**src/rtl/hpc_pkg.sv**
```systemverilog
package hpc_pkg;
  localparam int B_REQ = 4;
  localparam int B_ACK = 5;
  localparam int B_HEN = 6;
  localparam int B_RSV = 7;
  localparam int B_OD  = 8;
  localparam int B_POL = 9;
  localparam logic [1:0] A_CTRL = 2'd0;
  localparam logic [1:0] A_DIR  = 2'd1;
  localparam logic [1:0] A_DAT  = 2'd2;
  typedef enum logic [2:0] {
    ROLE_GPIO, ROLE_REQ, ROLE_TREQ, ROLE_RREQ, ROLE_ACK, ROLE_STB
  } role_e;
endpackage

```
**src/rtl/hpc_regs.sv**
```systemverilog
module hpc_regs import hpc_pkg::*; #(
  parameter int DW   = 16,
  parameter int NPIN = 5
) (
  input  logic            clk,
  input  logic            rst,
  input  logic            wr_en,
  input  logic [1:0]      wr_addr,
  input  logic [DW-1:0]   wr_data,
  input  logic [1:0]      rd_addr,
  input  logic [NPIN-1:0] pad_in,
  output logic [DW-1:0]   ctrl_q,
  output logic [NPIN-1:0] dir_q,
  output logic [NPIN-1:0] dat_q,
  output logic [DW-1:0]   rd_data
);
  localparam logic [DW-1:0] CTRL_MASK = DW'((1 << B_REQ) | (1 << B_ACK) |
                                            (1 << B_HEN) | (1 << B_OD) | (1 << B_POL));

  always_ff @(posedge clk) begin
    if (rst) begin
      ctrl_q <= '0;
      dir_q  <= '0;
      dat_q  <= '0;
    end else if (wr_en) begin
      case (wr_addr)
        A_CTRL:  ctrl_q <= wr_data & CTRL_MASK;
        A_DIR:   dir_q  <= wr_data[NPIN-1:0];
        A_DAT:   dat_q  <= wr_data[NPIN-1:0];
        default: ;
      endcase
    end
  end

  always_comb begin
    rd_data = '0;
    case (rd_addr)
      A_CTRL: rd_data = ctrl_q;
      A_DIR:  rd_data[NPIN-1:0] = dir_q;
      A_DAT:  rd_data[NPIN-1:0] = (dir_q & dat_q) | (~dir_q & pad_in);
      default: rd_data = '0;
    endcase
  end

  assert_reset_clear_R1: assert property (@(posedge clk) disable iff (rst)
    $past(rst) |-> (ctrl_q == '0 && dir_q == '0 && dat_q == '0));
  assert_rsvd_zero_R10: assert property (@(posedge clk) disable iff (rst)
    (rd_addr == A_CTRL) |-> !rd_data[B_RSV]);
endmodule

```
**src/rtl/hpc_role_dec.sv**
```systemverilog
module hpc_role_dec import hpc_pkg::*; #(
  parameter int NSTB = 3,
  localparam int NPIN = NSTB + 2
) (
  input  logic              host_en,
  input  logic              req_en,
  input  logic              ack_en,
  input  logic              dbl,
  output role_e [NPIN-1:0]  role
);
  always_comb begin
    role = {NPIN{ROLE_GPIO}};
    if (host_en) begin
      if (req_en) role[0] = dbl ? ROLE_TREQ : ROLE_REQ;
      if (dbl) begin
        if (req_en) role[1] = ROLE_RREQ;
      end else if (req_en && ack_en) begin
        role[1] = ROLE_ACK;
      end
      for (int k = 2; k < NPIN; k++) role[k] = ROLE_STB;
    end
  end
endmodule

```
**src/rtl/hpc_pad_cell.sv**
```systemverilog
module hpc_pad_cell import hpc_pkg::*; (
  input  logic  clk,
  input  logic  rst,
  input  role_e role,
  input  logic  od,
  input  logic  dir,
  input  logic  dat,
  input  logic  req_i,
  input  logic  treq_i,
  input  logic  rreq_i,
  output logic  pad_o,
  output logic  pad_oe
);
  logic lvl;
  logic is_req;

  always_comb begin
    lvl    = 1'b0;
    is_req = 1'b0;
    case (role)
      ROLE_REQ:  begin lvl = req_i;  is_req = 1'b1; end
      ROLE_TREQ: begin lvl = treq_i; is_req = 1'b1; end
      ROLE_RREQ: begin lvl = rreq_i; is_req = 1'b1; end
      default:   ;
    endcase
  end

  always_comb begin
    if (is_req) begin
      pad_o  = od ? 1'b0 : ~lvl;
      pad_oe = od ? lvl : 1'b1;
    end else if (role == ROLE_GPIO) begin
      pad_o  = dat;
      pad_oe = dir;
    end else begin
      pad_o  = 1'b0;
      pad_oe = 1'b0;
    end
  end

  assert_od_low_R8: assert property (@(posedge clk) disable iff (rst)
    (is_req && od) |-> (pad_o == 1'b0));
  assert_pp_drive_R7: assert property (@(posedge clk) disable iff (rst)
    (is_req && !od) |-> pad_oe);
  assert_input_hiz_R5: assert property (@(posedge clk) disable iff (rst)
    (role == ROLE_ACK || role == ROLE_STB) |-> !pad_oe);
endmodule

```
**src/rtl/hpc_strobe_norm.sv**
```systemverilog
module hpc_strobe_norm #(
  parameter int NSTB = 3
) (
  input  logic            clk,
  input  logic            rst,
  input  logic            en,
  input  logic            pol_high,
  input  logic [NSTB-1:0] pad_stb,
  output logic [NSTB-1:0] strobe
);
  assign strobe = en ? (pad_stb ^ {NSTB{~pol_high}}) : '0;

  assert_strobe_follow_R9: assert property (@(posedge clk) disable iff (rst)
    (en && pol_high) |-> (strobe == pad_stb));
  assert_strobe_off_R2: assert property (@(posedge clk) disable iff (rst)
    !en |-> (strobe == '0));
endmodule

```
**src/rtl/hpc_pinmux.sv**
```systemverilog
module hpc_pinmux import hpc_pkg::*; #(
  parameter int DW   = 16,
  parameter int NSTB = 3,
  localparam int NPIN = NSTB + 2
) (
  input  logic            clk,
  input  logic            rst,
  input  logic            wr_en,
  input  logic [1:0]      wr_addr,
  input  logic [DW-1:0]   wr_data,
  input  logic [1:0]      rd_addr,
  output logic [DW-1:0]   rd_data,
  input  logic            dbl_req_mode,
  input  logic            host_req,
  input  logic            host_treq,
  input  logic            host_rreq,
  output logic            host_ack,
  output logic [NSTB-1:0] strobe,
  input  logic [NPIN-1:0] pad_in,
  output logic [NPIN-1:0] pad_o,
  output logic [NPIN-1:0] pad_oe
);
  logic [DW-1:0]   ctrl_q;
  logic [NPIN-1:0] dir_q;
  logic [NPIN-1:0] dat_q;
  role_e [NPIN-1:0] role;

  hpc_regs #(.DW(DW), .NPIN(NPIN)) regs_i (
    .clk(clk), .rst(rst), .wr_en(wr_en), .wr_addr(wr_addr), .wr_data(wr_data),
    .rd_addr(rd_addr), .pad_in(pad_in), .ctrl_q(ctrl_q), .dir_q(dir_q),
    .dat_q(dat_q), .rd_data(rd_data)
  );

  hpc_role_dec #(.NSTB(NSTB)) dec_i (
    .host_en(ctrl_q[B_HEN]), .req_en(ctrl_q[B_REQ]), .ack_en(ctrl_q[B_ACK]),
    .dbl(dbl_req_mode), .role(role)
  );

  for (genvar i = 0; i < NPIN; i++) begin : g_pad
    hpc_pad_cell cell_i (
      .clk(clk), .rst(rst), .role(role[i]), .od(ctrl_q[B_OD]),
      .dir(dir_q[i]), .dat(dat_q[i]), .req_i(host_req), .treq_i(host_treq),
      .rreq_i(host_rreq), .pad_o(pad_o[i]), .pad_oe(pad_oe[i])
    );
  end

  hpc_strobe_norm #(.NSTB(NSTB)) stb_i (
    .clk(clk), .rst(rst), .en(ctrl_q[B_HEN]), .pol_high(ctrl_q[B_POL]),
    .pad_stb(pad_in[NPIN-1:2]), .strobe(strobe)
  );

  assign host_ack = (role[1] == ROLE_ACK) & ~pad_in[1];

  assert_gpio_when_off_R2: assert property (@(posedge clk) disable iff (rst)
    !ctrl_q[B_HEN] |-> (pad_oe == dir_q && pad_o == dat_q && !host_ack));
  assert_ack_dbl_R6: assert property (@(posedge clk) disable iff (rst)
    dbl_req_mode |-> !host_ack);
endmodule

```
**config.mk**
```make
export PLATFORM = sky130hd
export DESIGN_NAME = hpc_pinmux
export DESIGN_NICKNAME = d
export VERILOG_FILES = /design/src/rtl/hpc_pkg.sv /design/src/rtl/hpc_regs.sv /design/src/rtl/hpc_role_dec.sv /design/src/rtl/hpc_pad_cell.sv /design/src/rtl/hpc_strobe_norm.sv /design/src/rtl/hpc_pinmux.sv
export SDC_FILE = /design/constraint.sdc
export NUM_CORES = 1
export LEC_CHECK = 0
export BUFFER_PORTS_ARGS = -buffer_cell sky130_fd_sc_hd__buf_2
export CAP_MARGIN = 25
export CORE_AREA = 2 2 51 53
export CTS_BUF_LIST = sky130_fd_sc_hd__clkbuf_8
export DETAILED_ROUTE_END_ITERATION = 6
export DIE_AREA = 0 0 53 55
export PLACE_DENSITY = 0.8
export SLEW_MARGIN = 10
export SYNTH_ARGS = -nofsm -noshare
export SYNTH_HDL_FRONTEND = slang
export SYNTH_SLANG_ARGS = --single-unit
```
**constraint.sdc**
```tcl
create_clock -name clk -period 1.1 [get_ports clk]
set_input_delay 0.055 -clock clk [delete_from_list [all_inputs] [get_ports clk]]
set_output_delay 0.055 -clock clk [all_outputs]
set_load 0.005 [all_outputs]
```
# ---- Yosys cells after proc, flatten, opt, wreduce, memory -nomap -nowiden
# Cells that the tools add are included.
dict set report totals {
  input_bits 32
  ff_bits 15
}
dict set report classes {
  n_reduce_logical 16
  n_bitwise 13
  n_eq_ne 20
  muxes 49
}
# cell count
set op_table {}
lappend op_table {{two-way mux 1 bit} 35}
lappend op_table {{equality test 3 x 2 -> 1 bit (second input constant)} 10}
lappend op_table {{equality test 3 x 1 -> 1 bit (second input constant)} 5}
lappend op_table {{zero test 3 bit} 5}
lappend op_table {{two-way mux 15 bit} 1}
lappend op_table {{case mux 1 bit (3 select lines)} 5}
lappend op_table {{case mux 5 bit (3 select lines)} 1}
lappend op_table {{OR reduction 3 bit} 5}
lappend op_table {{two-way mux 3 bit} 4}
lappend op_table {{bitwise AND 5 bit} 2}
lappend op_table {{inverter 1 bit} 7}
lappend op_table {{AND reduction 2 bit} 3}
lappend op_table {{two-way mux 5 bit} 1}
lappend op_table {{inverter 5 bit} 1}
lappend op_table {{bitwise OR 5 bit} 1}
lappend op_table {{equality test 2 x 1 -> 1 bit (second input constant)} 2}
lappend op_table {{equality test 2 bit (second input constant)} 2}
lappend op_table {{zero test 2 bit} 2}
lappend op_table {{two-way mux 2 bit} 2}
lappend op_table {{equality test 3 bit (second input constant)} 1}
lappend op_table {{XOR 3 bit} 1}
lappend op_table {{bitwise AND 1 bit} 1}
lappend op_table {{logical AND 1 bit} 1}

# ---- Logic depth before layout (Yosys ltp)
# Gate-level depths: netlist of the first run.
dict set report depth {
  depth_word 9
  depth_mapped 4
  ltp_nobuf 3
}

# ---- Cells and area by module
# A second synthesis of the first run with hierarchy kept.
dict set report hier_totals {
  cells_unflattened 171
  hier_area_um2 1390.1
}
# module instances cells_per_inst seq_area_each_um2 area_each_um2
set by_module_without_submodules {}
lappend by_module_without_submodules {hpc_regs 1 93 300.3 839.6}
lappend by_module_without_submodules {hpc_pad_cell 5 11 0.0 73.8}
lappend by_module_without_submodules {hpc_role_dec 1 16 0.0 121.4}
lappend by_module_without_submodules {hpc_strobe_norm 1 6 0.0 45.0}
lappend by_module_without_submodules {hpc_pinmux 1 1 0.0 15.0}

# ---- Worst setup path before layout of the first run
# OpenSTA, ideal clock, no wires.
dict set report synth_timing {
  path_type {flip-flop to output port}
  startpoint {register regs_i.ctrl_q[6]}
  endpoint {output pad_oe[1]}
  path_stages_with_launch 5
  path_slack_ns 0.083
  t_arrival_ns 0.962
  cell_sequence {dfxtp_1 and2_1 o21ai_0 a32o_1 buf_4}
}
dict set report synth_via {
  elab_chain_len 5
}
# element line
set synth_rtl {}
lappend synth_rtl {{start, declared} hpc_regs.sv:12} ;# output logic [DW-1:0] ctrl_q,
lappend synth_rtl {{start signal, assigned} hpc_regs.sv:27} ;# A_CTRL: ctrl_q <= wr_data & CTRL_MASK;
lappend synth_rtl {{two-way mux 15 bit *} hpc_role_dec.sv:13} ;# if (host_en) begin
lappend synth_rtl {{equality test 3 x 2 -> 1 bit / equality test 3 x 1 -> 1 bit (equally long branches)} hpc_pad_cell.sv:20} ;# case (role)
lappend synth_rtl {{case mux 1 bit (3 select lines) / OR reduction 3 bit (equally long branches)} -}
lappend synth_rtl {{two-way mux 1 bit, on equally long branches} {hpc_pad_cell.sv:31, hpc_pad_cell.sv:20}}
lappend synth_rtl {{two-way mux 1 bit *} hpc_pad_cell.sv:29} ;# if (is_req) begin
lappend synth_rtl {{end, declared} hpc_pinmux.sv:21} ;# output logic [NPIN-1:0] pad_oe
# Every way passes the cells marked *; elsewhere a longest branch is shown, timed or not.

# ---- Final worst setup path of the first run
dict set report layout_timing {
  startpoint {register regs_i.ctrl_q[4]}
  endpoint {output pad_oe[1]}
}
dict set report layout_via {
  elab_chain_len 8
}
# element line
set layout_rtl {}
lappend layout_rtl {{logical AND 1 bit} hpc_role_dec.sv:17} ;# end else if (req_en && ack_en) begin
lappend layout_rtl {{two-way mux 3 bit} hpc_role_dec.sv:17}
lappend layout_rtl {{two-way mux 3 bit *} hpc_role_dec.sv:15} ;# if (dbl) begin
lappend layout_rtl {{two-way mux 15 bit *} hpc_role_dec.sv:13}
lappend layout_rtl {{equality test 3 x 2 -> 1 bit / equality test 3 x 1 -> 1 bit (equally long branches)} hpc_pad_cell.sv:20}
lappend layout_rtl {{case mux 1 bit (3 select lines) / OR reduction 3 bit (equally long branches)} -}
lappend layout_rtl {{two-way mux 1 bit, on equally long branches} {hpc_pad_cell.sv:31, hpc_pad_cell.sv:20}}
lappend layout_rtl {{two-way mux 1 bit *} hpc_pad_cell.sv:29}
# Marked as above.

==> impl_results.rst, run 1 <==
.. list-table::
   :header-rows: 1

   * - Metric
     - Value
   * - Synth Warn #
     - 0
   * - VDD IR-drop max
     - 841.4 µV
   * - Area of the mapped netlist
     - 0.001003 mm²
   * - Max Slew Vio Count
     - 0
   * - Crit Path Class
     - reg -> out
   * - Total chip power
     - 1.256 mW
   * - Worst Hold Slack
     - 39.58 ps
   * - Bufs and invs on worst path
     - 1
   * - Failing checks
     - negative setup slack
   * - Reg2Reg Setup Slack
     - 310 ps
   * - DP Area
     - 0.001172 mm²
   * - FF+latch count, synth
     - 15
   * - Maximum fanout encountered on the critical timing path
     - 5
   * - TritonCTS clock tree
     - done
   * - Total track usage
     - 0.1727
   * - Routed wirelength normalized by instance count
     - 12.68 µm
   * - Standard-cell row count
     - 18
   * - Routed via count
     - 922
   * - Layout Cell Area excl Fill
     - 0.001272 mm²
   * - Setup fix buffers added after clock tree synthesis
     - 0
   * - Leakage power summed over all cells
     - 0.6713 nW
   * - Number of buffers inserted by hold repair at cts
     - 0
   * - Biggest area contributors in the synthesized netlist
     - dfxtp_1 (30%), mux2i_1 (20%), buf_4 (13%), nor2_1 (7.5%), and2_1 (5.0%)
   * - Post-detailed-route DRC marker count
     - 0
   * - Clock latency of the later-clocked register in the worst-skew pair
     - 250 ps
   * - Number of non-filler instances in the completed layout
     - 187
   * - Total half-perimeter wirelength after legalization and detailed placement
     - 1.828 mm
   * - Kind of launch point of the worst setup path
     - register
   * - Setup Skew
     - 0 ps
   * - Reg clk slew, reported paths
     - 60 ps
   * - Setup crit end kind
     - primary output
   * - Nets
     - 190
   * - Minimum period implied by the final worst setup slack
     - 1218 ps
   * - Maximum achievable frequency
     - 820.9 MHz
   * - Die outline width
     - 53 µm
   * - Full die area
     - 0.002915 mm²
   * - Total clock sinks
     - 15
   * - Number of buffers added by the clock tree synthesis step
     - 3
   * - First-pass GRT wire length
     - 3.650 mm
   * - Clock tree root buffer cell
     - clkbuf_8
   * - Number of instances in the synthesized netlist
     - 118
   * - Aggregate global routing overflow
     - 0
   * - Max_cap viols
     - 0
   * - Die Height
     - 55 µm
   * - Cell-by-cell listing of the critical path
     - and2_4 -> o21ai_4 -> a32o_1 -> buf_2
   * - Number of antenna violations at the first check in global routing
     - 0
   * - Number of distinct standard cells referenced by the synthesized netlist
     - 22
   * - Max H-tree Level
     - 1
   * - Standard cell core area
     - 0.002365 mm²
   * - Final setup viols
     - 6
   * - Most common cell after layout, fill and taps aside
     - buf_2
   * - Type of the tightest min-delay check
     - in -> reg
   * - Initial core utilization
     - 0.4243
   * - Antenna Cells
     - 0
   * - Setup slack of the critical path after layout
     - -118.1 ps
   * - Power per cell area
     - 986.9 mW/mm²
   * - Via count normalized by instance count
     - 4.930
   * - Register area share after synthesis
     - 0.2993
   * - Final cycle utilization of the critical path
     - 1.107
   * - Synthesized area per cell
     - 8.504 µm²
   * - Fraction of final layout cells sized beyond drive strength 1
     - 0.4331
   * - Total wire length after detailed routing
     - 2.371 mm
   * - Arrival time of data at the critical path endpoint
     - 1160 ps
   * - Top library cells by usage in the layout, fill and taps aside
     - buf_2 (47), mux2i_1 (20), nor2_1 (20)
   * - Post-synthesis to final-layout area growth
     - 26.81%
   * - Cell family contributing the most delay on the critical path
     - flip-flops
   * - Most area-hungry cell type in the Yosys netlist
     - dfxtp_1
   * - Top-level I/O count
     - 62
   * - Setup repair after global routing missed its margin
     - yes
   * - CP max stage cell
     - dfxtp_2
   * - Post-placement cell count
     - 183
   * - Number of nets with antenna violations after detailed routing
     - 0
   * - Portion of synthesized cell area occupied by the leading cell type
     - 0.2993
   * - Weighted congestion at the end of routability-driven global placement
     - 0.7757
   * - Detailed router's first-iteration violation count
     - 18
   * - Largest net degree at the start of global routing
     - 16
   * - Initial DRT Pass Iterations
     - 4
   * - Bufs on Longest Clock Path
     - 2
   * - Filler instances
     - 222
   * - CP Data Required Time
     - 1040 ps
   * - Final Hold Viols
     - 0
   * - Vias in the first global route
     - 822
   * - I/O Buffers
     - 47
   * - Crit-path max cell delay
     - 350 ps
   * - Run status
     - finished, violations left
==> per-stage QoR <==
step                utilization  TNS (ps)  setup WS (ps)
floorplan                     -         0          83.27
global placement         0.4958         0          49.49
detailed placement       0.4958    -23.31         -14.78
CTS                      0.5222    -321.3         -105.7
global route             0.5381    -868.6         -174.6
finish                   0.5381    -382.8         -118.1
==> worst min-delay path, cell delays in order <==
cell	delay, ps
buf_2	70
mux2i_1	60
nor2_1	70
==> layout make-up <==
class | count | area, µm² | share of cell area
clock inverter | 1 | 5.005 | 0.003933
multi-input combinational | 88 | 625.6 | 0.4916
tap | 30 | 37.54 | 0.02950
inverter | 1 | 3.754 | 0.002950
clock buffer | 3 | 41.29 | 0.03245
timing repair buffer | 49 | 250.2 | 0.1967
sequential | 15 | 309.0 | 0.2429
==> path summary, 6_finish.rpt <==
kind / from / end / cells after the start
max: regs_i.ctrl_q[4]$_SDFFE_PP0P_ / pad_oe[1] / 4
min: wr_data[5] / regs_i.ctrl_q[5]$_SDFFE_PP0P_ / 3
max reg2reg: regs_i.ctrl_q[6]$_SDFFE_PP0P_ / regs_i.ctrl_q[6]$_SDFFE_PP0P_ / 3
min reg2reg: regs_i.dir_q[4]$_SDFFE_PP0P_ / regs_i.dir_q[4]$_SDFFE_PP0P_ / 2
==> timing repair <==
action / 4_1_cts / 5_1_grt
pin swaps: 0 / 2
endpoints found under the setup margin: 9 / 13
hold endpoints to repair: 0 / 0
gates resized for setup: 7 / 8
==> cells in the mapped netlist, drive strengths merged <==
cell     n
dfxtp   15
clkbuf   1
nor3b    1
conb     1
a32o     2
o22ai    1
a31oi    2
o21ai    1
nor2b    8
nor4b    1
nor2    20
nand2    5
xnor2    3
buf     19
and2     8
a21oi    5
nand2b   1
mux2i   20
a22o     1
nand3b   2
inv      1
==> layer usage <==
metal  up-vias  GRT usage  wire (µm)
met1       438     0.2102        992
met2        27     0.2896       1184
met3         7    0.04301        152
met5         -          0          0
met4         0    0.07692         42
li1        450          -          -
==> cells by family (layout without fill, tap and decap cells) <==
group                  Yosys count  after routing  share of synthesized area
AO/OA/AOI/OAI                   12             12                    0.07730
XOR/XNOR                         3              3                    0.02619
buffers and inverters           21             54                     0.1446
flip-flops                      15             15                     0.2993
multiplexers                    20             20                     0.1995
other                            1              7                   0.003737
AND/OR/NAND/NOR                 46             46                     0.2494
==> sequential cells by signal (all words and copies together) (netlist names) <==
register       cells
regs_i.ctrl_q      5
regs_i.dat_q       5
regs_i.dir_q       5
==> power breakdown <==
part           switching (mW)  total (mW)  internal (mW)
logic                   0.113       0.229          0.116
clock network           0.195       0.445          0.251
registers              0.0192       0.581          0.562
Power figures use the tool's default switching activity.
==> run 2: changes to the inputs <==
- ABC_AREA: not set -> 1
==> run 2 against run 1 <==
Effect of this change:
- the run still ends with negative setup slack left
- register-to-register slack worse by 30 ps
- non-clock buffer count up 2
- sequential share of layout area up 0.55 points
- worst setup slack better by 58 ps
- synthesized cell count up 42%
- critical path type unchanged
==> impl_results.rst, run 2 <==
.. list-table::
   :header-rows: 1

   * - Metric
     - Value
   * - Run status
     - finished, violations left (unchanged)
   * - Failing checks
     - negative setup slack (unchanged)
   * - Registers with the highest flip-flop counts
     - regs_i.ctrl_q (5), regs_i.dat_q (5), regs_i.dir_q (5) (unchanged)
   * - CP max stage cell
     - dfxtp_2 (unchanged)
   * - Total chip power
     - 1.307 mW (was 1.256 mW)
   * - Number of antenna violations at the first check in global routing
     - 0 (unchanged)
   * - Die Height
     - 55 µm (unchanged)
   * - I/O Buffers
     - 47 (unchanged)
   * - Crit Path Class
     - reg -> out (unchanged)
   * - Detailed router's first-iteration violation count
     - 28 (was 18)
   * - Total wire length after detailed routing
     - 2.346 mm (was 2.371 mm)
   * - Number of distinct standard cells referenced by the synthesized netlist
     - 18 (was 22)
   * - Number of buffers inserted by hold repair at cts
     - 0 (unchanged)
   * - Routed wirelength normalized by instance count
     - 9.857 µm (was 12.68 µm)
   * - Main flop type after synthesis
     - dfxtp_1 (unchanged)
   * - Biggest area contributors in the synthesized netlist
     - dfxtp_1 (30%), nor2_1 (19%), buf_4 (13%), o21ai_0 (11%), inv_1 (8.9%) (was dfxtp_1 (30%), mux2i_1 (20%), buf_4 (13%), nor2_1 (7.5%), and2_1 (5.0%))
   * - Bufs and invs on worst path
     - 3 (was 1)
   * - Post-synthesis to final-layout area growth
     - 29.24% (was 26.81%)
   * - Initial DRT Pass Iterations
     - 4 (unchanged)
   * - Type of the tightest min-delay check
     - in -> reg (unchanged)
   * - Post-detailed-route DRC marker count
     - 0 (unchanged)
   * - Synth Warn #
     - 0 (unchanged)
   * - Max H-tree Level
     - 1 (unchanged)
   * - Number of nets with antenna violations after detailed routing
     - 0 (unchanged)
   * - Maximum fanout encountered on the critical timing path
     - 4 (was 5)
   * - Total track usage
     - 0.1791 (was 0.1727)
   * - CP Data Required Time
     - 1040 ps (about the same)
   * - Reg clk slew, reported paths
     - 60 ps (about the same)
   * - VDD IR-drop max
     - 719.4 µV (was 841.4 µV)
   * - Final Hold Viols
     - 0 (unchanged)
   * - Setup repair after global routing missed its margin
     - yes (unchanged)
   * - TritonCTS clock tree
     - done (unchanged)
   * - Max Slew Vio Count
     - 0 (unchanged)
   * - Cell-by-cell listing of the critical path
     - buf_6 -> nand4_1 -> nand3_1 -> nand2_1 -> inv_1 -> buf_2 (was and2_4 -> o21ai_4 -> a32o_1 -> buf_2)
   * - Top library cells by usage in the layout, fill and taps aside
     - nor2_1 (48), buf_2 (47), inv_1 (22) (was buf_2 (47), mux2i_1 (20), nor2_1 (20))
   * - Arrival time of data at the critical path endpoint
     - 1110 ps (was 1160 ps)
   * - Routed via count
     - 1,061 (was 922)
   * - Top-level I/O count
     - 62 (unchanged)
   * - Minimum period implied by the final worst setup slack
     - 1160 ps (was 1218 ps)
   * - Setup crit end kind
     - primary output (unchanged)
   * - Die outline width
     - 53 µm (unchanged)
   * - Fraction of final layout cells sized beyond drive strength 1
     - 0.3750 (was 0.4331)
   * - Number of instances in the synthesized netlist
     - 167 (was 118)
   * - Nets
     - 241 (was 190)
   * - Largest net degree at the start of global routing
     - 16 (unchanged)
   * - Aggregate global routing overflow
     - 0 (unchanged)
   * - Cell family contributing the most delay on the critical path
     - flip-flops (unchanged)
   * - Share of flip-flops with an asynchronous set or reset after synthesis
     - 0 (unchanged)
   * - List of most frequent post-synthesis cells
     - nor2_1 (52), inv_1 (24), o21ai_0 (22) (was mux2i_1 (20), nor2_1 (20), buf_4 (17))
   * - Standard-cell row count
     - 18 (unchanged)
   * - Standard cell core area
     - 0.002365 mm² (unchanged)
   * - Filler instances
     - 265 (was 222)
   * - Number of flops mapped to enable cells by yosys
     - 0 (unchanged)
   * - Final setup viols
     - 4 (was 6)
   * - Most common cell after layout, fill and taps aside
     - nor2_1 (was buf_2)
   * - Bufs on Longest Clock Path
     - 2 (unchanged)
   * - Portion of synthesized cell area occupied by the leading cell type
     - 0.2974 (was 0.2993)
   * - Crit-path max cell delay
     - 360 ps (was 350 ps)
   * - Reg2Reg Setup Slack
     - 280 ps (was 310 ps)
   * - Maximum achievable frequency
     - 862.0 MHz (was 820.9 MHz)
   * - Final cycle utilization of the critical path
     - 1.055 (was 1.107)
   * - Clock latency of the later-clocked register in the worst-skew pair
     - 250 ps (about the same)
   * - Weighted congestion at the end of routability-driven global placement
     - 0.8037 (was 0.7757)
   * - Synthesized area per cell
     - 6.046 µm² (was 8.504 µm²)
   * - Max_cap viols
     - 0 (unchanged)
   * - Initial core utilization
     - 0.4270 (was 0.4243)
   * - Setup Skew
     - 0 ps (unchanged)
   * - Power per cell area
     - 1002 mW/mm² (was 986.9 mW/mm²)
   * - Area of the mapped netlist
     - 0.001010 mm² (was 0.001003 mm²)
   * - Most area-hungry cell type in the Yosys netlist
     - dfxtp_1 (unchanged)
   * - Total half-perimeter wirelength after legalization and detailed placement
     - 1.781 mm (was 1.828 mm)
   * - Vias in the first global route
     - 935 (was 822)
   * - Clock tree root buffer cell
     - clkbuf_8 (unchanged)
   * - Total clock sinks
     - 15 (unchanged)
   * - Via count normalized by instance count
     - 4.458 (was 4.930)
   * - Most common cell in the netlist
     - nor2_1
   * - Leakage power summed over all cells
     - 0.6996 nW (was 0.6713 nW)
   * - Setup slack of the critical path after layout
     - -60.09 ps (was -118.1 ps)
   * - Full die area
     - 0.002915 mm² (unchanged)
   * - Register area share after synthesis
     - 0.2974 (was 0.2993)
   * - Antenna Cells
     - 0 (unchanged)
   * - Kind of launch point of the worst setup path
     - register (unchanged)
   * - Core occupancy in the finished layout
     - 0.5519 (was 0.5381)
   * - Number of buffers added by the clock tree synthesis step
     - 3 (unchanged)
   * - First-pass GRT wire length
     - 3.719 mm (was 3.650 mm)
   * - FF+latch count, synth
     - 15 (unchanged)
run 2: changes by cell type in the layout (fill, tap and decap cells not counted), moves of 5 or more:
| cell | change |
|---|---|
| inv_1 | +21 |
| nand3_1 | +6 |
| o21ai_0 | +17 |
| dfxtp_1 | -6 |
| nor2_2 | +5 |
| o21ai_1 | +6 |
| mux2i_1 | -20 |
| nor2b_1 | -7 |
| nand2_1 | +6 |
| and2_1 | -7 |
| nor2_1 | +28 |
run 2: tightest hold or removal path, stage by stage:
cell and delay [ps]:
buf_2 70, o21ai_0 70, nor2_1 80
run 2: per-layer routing:
metal,GRT usage,vias to the layer above,wire (µm)
met5,0,-,0
met4,0.1410,0,57
met3,0.03226,4,139
met2,0.2875,38,1070
met1,0.2122,446,1079
li1,-,573,-
run 2: final cells by class:
class | count | area, µm² | share of cell area
Clock buffer | 3 | 41.29 | 0.03164
Clock inverter | 1 | 5.005 | 0.003835
Inverter | 24 | 92.59 | 0.07095
Multi-Input combinational cell | 114 | 535.5 | 0.4104
Sequential cell | 15 | 324.1 | 0.2483
Tap cell | 30 | 37.54 | 0.02876
Timing Repair Buffer | 51 | 269.0 | 0.2061
run 2: repair_timing:
item / 4_1_cts / 5_1_grt
pin swaps: 0 / 6
setup buffers: 1 / 2
endpoints found under the setup margin: 10 / 14
resized for setup: 17 / 18
hold endpoints to repair: 0 / 0
run 2: per-stage QoR:
| step | instances | hold WS, ps | setup TNS [ps] | worst slack (ps) | cell area (µm²) |
|---|---|---|---|---|---|
| after floorplan | 173 | 145.3 | 0 | 163.9 | 1032 |
| after global placement | 232 | 312.3 | 0 | 90.28 | 1179 |
| after detailed placement | 232 | 312.3 | 0 | 52.67 | 1179 |
| after CTS | 237 | 46.68 | -160.7 | -54.42 | 1270 |
| after global routing | 238 | 87.78 | -701.1 | -142.2 | 1305 |
| final | 238 | 54.79 | -159.2 | -60.09 | 1305 |
run 2: path summary, 6_finish.rpt:
kind | from | to | cells after the start
worst max-delay path | regs_i.ctrl_q[4]$_SDFFE_PP0P_ | pad_oe[0] | 6
worst min-delay path | wr_data[9] | regs_i.ctrl_q[9]$_SDFFE_PP0P_ | 3
worst max register to register | regs_i.ctrl_q[4]$_SDFFE_PP0P_ | regs_i.ctrl_q[4]$_SDFFE_PP0P_ | 4
worst min register to register | regs_i.dat_q[4]$_SDFFE_PP0P_ | regs_i.dat_q[4]$_SDFFE_PP0P_ | 2
run 2: cell families (layout without fill, tap and decap cells):
family / count (synthesis) / count (layout) / synth area share
compound gates: 28 / 28 / 0.1413
buf+inv: 44 / 79 / 0.2292
simple gates: 76 / 76 / 0.3024
flops: 15 / 15 / 0.2974
xor+xnor: 3 / 3 / 0.02603
other cells: 1 / 7 / 0.003714
run 2: power by group:
group,total [mW],switching (mW),internal (mW)
clock,0.447,0.196,0.251
sequential,0.602,0.0308,0.571
combinational,0.259,0.142,0.117
total,1.31,0.369,0.939
==> run 3: changes to the inputs <==
- GPL_TIMING_DRIVEN: not set -> 0
==> run 3 against run 2 <==
Effect of this change:
- the flow still finishes with violations (negative setup slack)
- combinational power rose by 38%
- final area increased by 18%
- worst hold slack about the same
- critical endpoint is now pad_o[0]
- largest power group unchanged
- highest routed layer unchanged
==> impl_results.rst, run 3 (synthesis gave the netlist of run 2 again) <==
.. list-table::
   :header-rows: 1

   * - Metric
     - Value
   * - Run status
     - finished, violations left (unchanged)
   * - Failing checks
     - negative setup slack (unchanged)
   * - Setup crit end kind
     - primary output (unchanged)
   * - Top library cells by usage in the layout, fill and taps aside
     - nor2_1 (41), buf_2 (39), inv_1 (21) (was nor2_1 (48), buf_2 (47), inv_1 (22))
   * - Type of the tightest min-delay check
     - in -> reg (unchanged)
   * - Total wire length after detailed routing
     - 2.657 mm (was 2.346 mm)
   * - Nets
     - 254 (was 241)
   * - CP Data Required Time
     - 1040 ps (about the same)
   * - Cell-by-cell listing of the critical path
     - nand2_4 -> buf_6 -> nor2_2 -> nand3_1 -> nand2_1 -> buf_6 (was buf_6 -> nand4_1 -> nand3_1 -> nand2_1 -> inv_1 -> buf_2)
   * - Total chip power
     - 1.403 mW (was 1.307 mW)
   * - Weighted congestion at the end of routability-driven global placement
     - 0.8146 (was 0.8037)
   * - CP max stage cell
     - dfxtp_2 (unchanged)
   * - Beginning of the worst register-to-register path
     - regs_i.ctrl_q[6]$_SDFFE_PP0P_ (was regs_i.ctrl_q[4]$_SDFFE_PP0P_)
   * - Number of antenna violations at the first check in global routing
     - 0 (unchanged)
   * - Largest net degree at the start of global routing
     - 11 (was 16)
   * - Top-level I/O count
     - 62 (unchanged)
   * - Total half-perimeter wirelength after legalization and detailed placement
     - 1.881 mm (was 1.781 mm)
   * - Core occupancy in the finished layout
     - 0.6529 (was 0.5519)
   * - Post-detailed-route DRC marker count
     - 0 (unchanged)
   * - Critical path capture point
     - pad_o[0] (was pad_oe[0])
   * - Crit path depth
     - 6 (unchanged)
   * - Power per cell area
     - 908.6 mW/mm² (was 1002 mW/mm²)
   * - Fraction of final layout cells sized beyond drive strength 1
     - 0.4434 (was 0.3750)
   * - Layout Cell Area excl Fill
     - 0.001544 mm² (was 0.001305 mm²)
   * - Reg2Reg Setup Slack
     - 100 ps (was 280 ps)
   * - Minimum period implied by the final worst setup slack
     - 1231 ps (was 1160 ps)
   * - Standard-cell row count
     - 18 (unchanged)
   * - Initial core utilization
     - 0.4270 (unchanged)
   * - Aggregate global routing overflow
     - 0 (unchanged)
   * - Bufs on Longest Clock Path
     - 2 (unchanged)
   * - Number of buffers added by the clock tree synthesis step
     - 3 (unchanged)
   * - Maximum fanout encountered on the critical timing path
     - 6 (was 4)
   * - VDD IR-drop max
     - 702.1 µV (was 719.4 µV)
   * - First element of the critical path
     - regs_i.ctrl_q[6]$_SDFFE_PP0P_ (was regs_i.ctrl_q[4]$_SDFFE_PP0P_)
   * - Antenna Cells
     - 0 (unchanged)
   * - DP Area
     - 0.001305 mm² (was 0.001179 mm²)
   * - Setup Skew
     - 0 ps (unchanged)
   * - First-pass GRT wire length
     - 4.126 mm (was 3.719 mm)
   * - Leakage power summed over all cells
     - 0.7734 nW (was 0.6996 nW)
   * - Reg clk slew, reported paths
     - 60 ps (about the same)
   * - Number of buffers inserted by hold repair at cts
     - 0 (unchanged)
   * - Arrival time of data at the critical path endpoint
     - 1180 ps (was 1110 ps)
   * - Via count normalized by instance count
     - 4.582 (was 4.458)
   * - Final setup viols
     - 10 (was 4)
   * - Cell family contributing the most delay on the critical path
     - flip-flops (unchanged)
   * - Crit Path Class
     - reg -> out (unchanged)
   * - Crit-path max cell delay
     - 360 ps (about the same)
   * - Setup slack of the critical path after layout
     - -130.8 ps (was -60.09 ps)
   * - TritonCTS clock tree
     - done (unchanged)
   * - Number of nets with antenna violations after detailed routing
     - 0 (unchanged)
   * - Most common cell after layout, fill and taps aside
     - nor2_1 (unchanged)
   * - Die outline width
     - 53 µm (unchanged)
   * - Max Slew Vio Count
     - 0 (unchanged)
   * - Routed via count
     - 1,150 (was 1,061)
   * - Die Height
     - 55 µm (unchanged)
   * - Bufs and invs on worst path
     - 2 (was 3)
   * - Clock tree root buffer cell
     - clkbuf_8 (unchanged)
   * - Final cycle utilization of the critical path
     - 1.119 (was 1.055)
   * - Clock latency of the later-clocked register in the worst-skew pair
     - 250 ps (about the same)
   * - Total clock sinks
     - 15 (unchanged)
   * - Worst setup slack after placement
     - -71.57 ps (was 52.67 ps)
   * - Standard cell core area
     - 0.002365 mm² (unchanged)
   * - Max H-tree Level
     - 1 (unchanged)
   * - Post-synthesis to final-layout area growth
     - 52.91% (was 29.24%)
   * - Registers with the highest flip-flop counts
     - regs_i.ctrl_q (5), regs_i.dat_q (5), regs_i.dir_q (5) (unchanged)
   * - Vias in the first global route
     - 1,055 (was 935)
   * - Max_cap viols
     - 0 (unchanged)
   * - Path depth of the worst reg2reg path
     - 5 (was 4)
   * - Kind of launch point of the worst setup path
     - register (unchanged)
   * - Final Hold Viols
     - 0 (unchanged)
   * - Setup repair after global routing missed its margin
     - yes (unchanged)
   * - Detailed router's first-iteration violation count
     - 15 (was 28)
   * - Initial DRT Pass Iterations
     - 4 (unchanged)
   * - RR Endpoint
     - regs_i.ctrl_q[6]$_SDFFE_PP0P_ (was regs_i.ctrl_q[4]$_SDFFE_PP0P_)
   * - Maximum achievable frequency
     - 812.5 MHz (was 862.0 MHz)
   * - Routed wirelength normalized by instance count
     - 10.59 µm (was 9.857 µm)
   * - I/O Buffers
     - 47 (unchanged)
   * - Cell type with the highest occurrence count on the critical path
     - buf_6
   * - Total track usage
     - 0.1945 (was 0.1791)
   * - Full die area
     - 0.002915 mm² (unchanged)
run 3: cell count changes in the layout (fill, tap and decap cells not counted), sizes merged:
cell / delta
clkinv: -1
inv: +1
buf: +12
clkbuf: +1
run 3: final cells by class:
type                       instances  area [µm²]
sequential                        15       315.3
inverter                          24       100.1
tap                               30       37.54
multi-input combinational        114       616.8
clock buffer                       3       41.29
clock inverter                     1       3.754
timing repair buffer              53       346.6
buffer                            11       82.58
fill                             228       820.8
run 3: worst register-to-register path: cells and delay by family (launching register included):
kind | cells | cell delay [ps]
flops | 1 | 340
simple gates | 2 | 150
buf+inv | 3 | 400
run 3: worst min-delay path by stage:
| stage | from | end | depth (start not counted) |
|---|---|---|---|
| 2_1_floorplan | dbl_req_mode | host_ack | 1 |
| 3_3_place_gp | wr_data[9] | regs_i.ctrl_q[9]$_SDFFE_PP0P_ | 3 |
| 3_5_place_dp | wr_data[5] | regs_i.ctrl_q[5]$_SDFFE_PP0P_ | 3 |
| 4_1_cts | wr_data[5] | regs_i.ctrl_q[5]$_SDFFE_PP0P_ | 3 |
| 5_1_grt | wr_data[5] | regs_i.ctrl_q[5]$_SDFFE_PP0P_ | 3 |
| 6_report | wr_data[9] | regs_i.ctrl_q[9]$_SDFFE_PP0P_ | 3 |
run 3: what timing repair did:
item | CTS | global route
setup buffers | 6 | 0
gates resized for setup | 45 | 19
pin swaps | 19 | 5
setup endpoints to repair | 17 | 20
run 3: per-stage QoR:
step / cells / hold slack, ps / TNS, ps
after floorplan: 173 / 145.3 / 0
after global placement: 250 / 304.9 / -83.76
after detailed placement: 250 / 315.9 / -150.4
after CTS: 251 / 56.79 / -627.5
after global routing: 251 / 87.51 / -1534
final: 251 / 54.80 / -896.9
run 3: power by group:
| part | leakage [nW] | total [mW] | internal [mW] | switching, mW |
|---|---|---|---|---|
| combinational | 0.620 | 0.358 | 0.178 | 0.180 |
| clock | 0.0269 | 0.439 | 0.247 | 0.192 |
| sequential | 0.127 | 0.606 | 0.573 | 0.0334 |
run 3: per-layer routing:
metal  track usage  part of all wire  up-vias
met5             0                 0        -
met4        0.1496             0.029        0
met3       0.02419             0.062        7
met2        0.3229              0.47       45
met1        0.2299              0.44      497
li1              -                 -      601
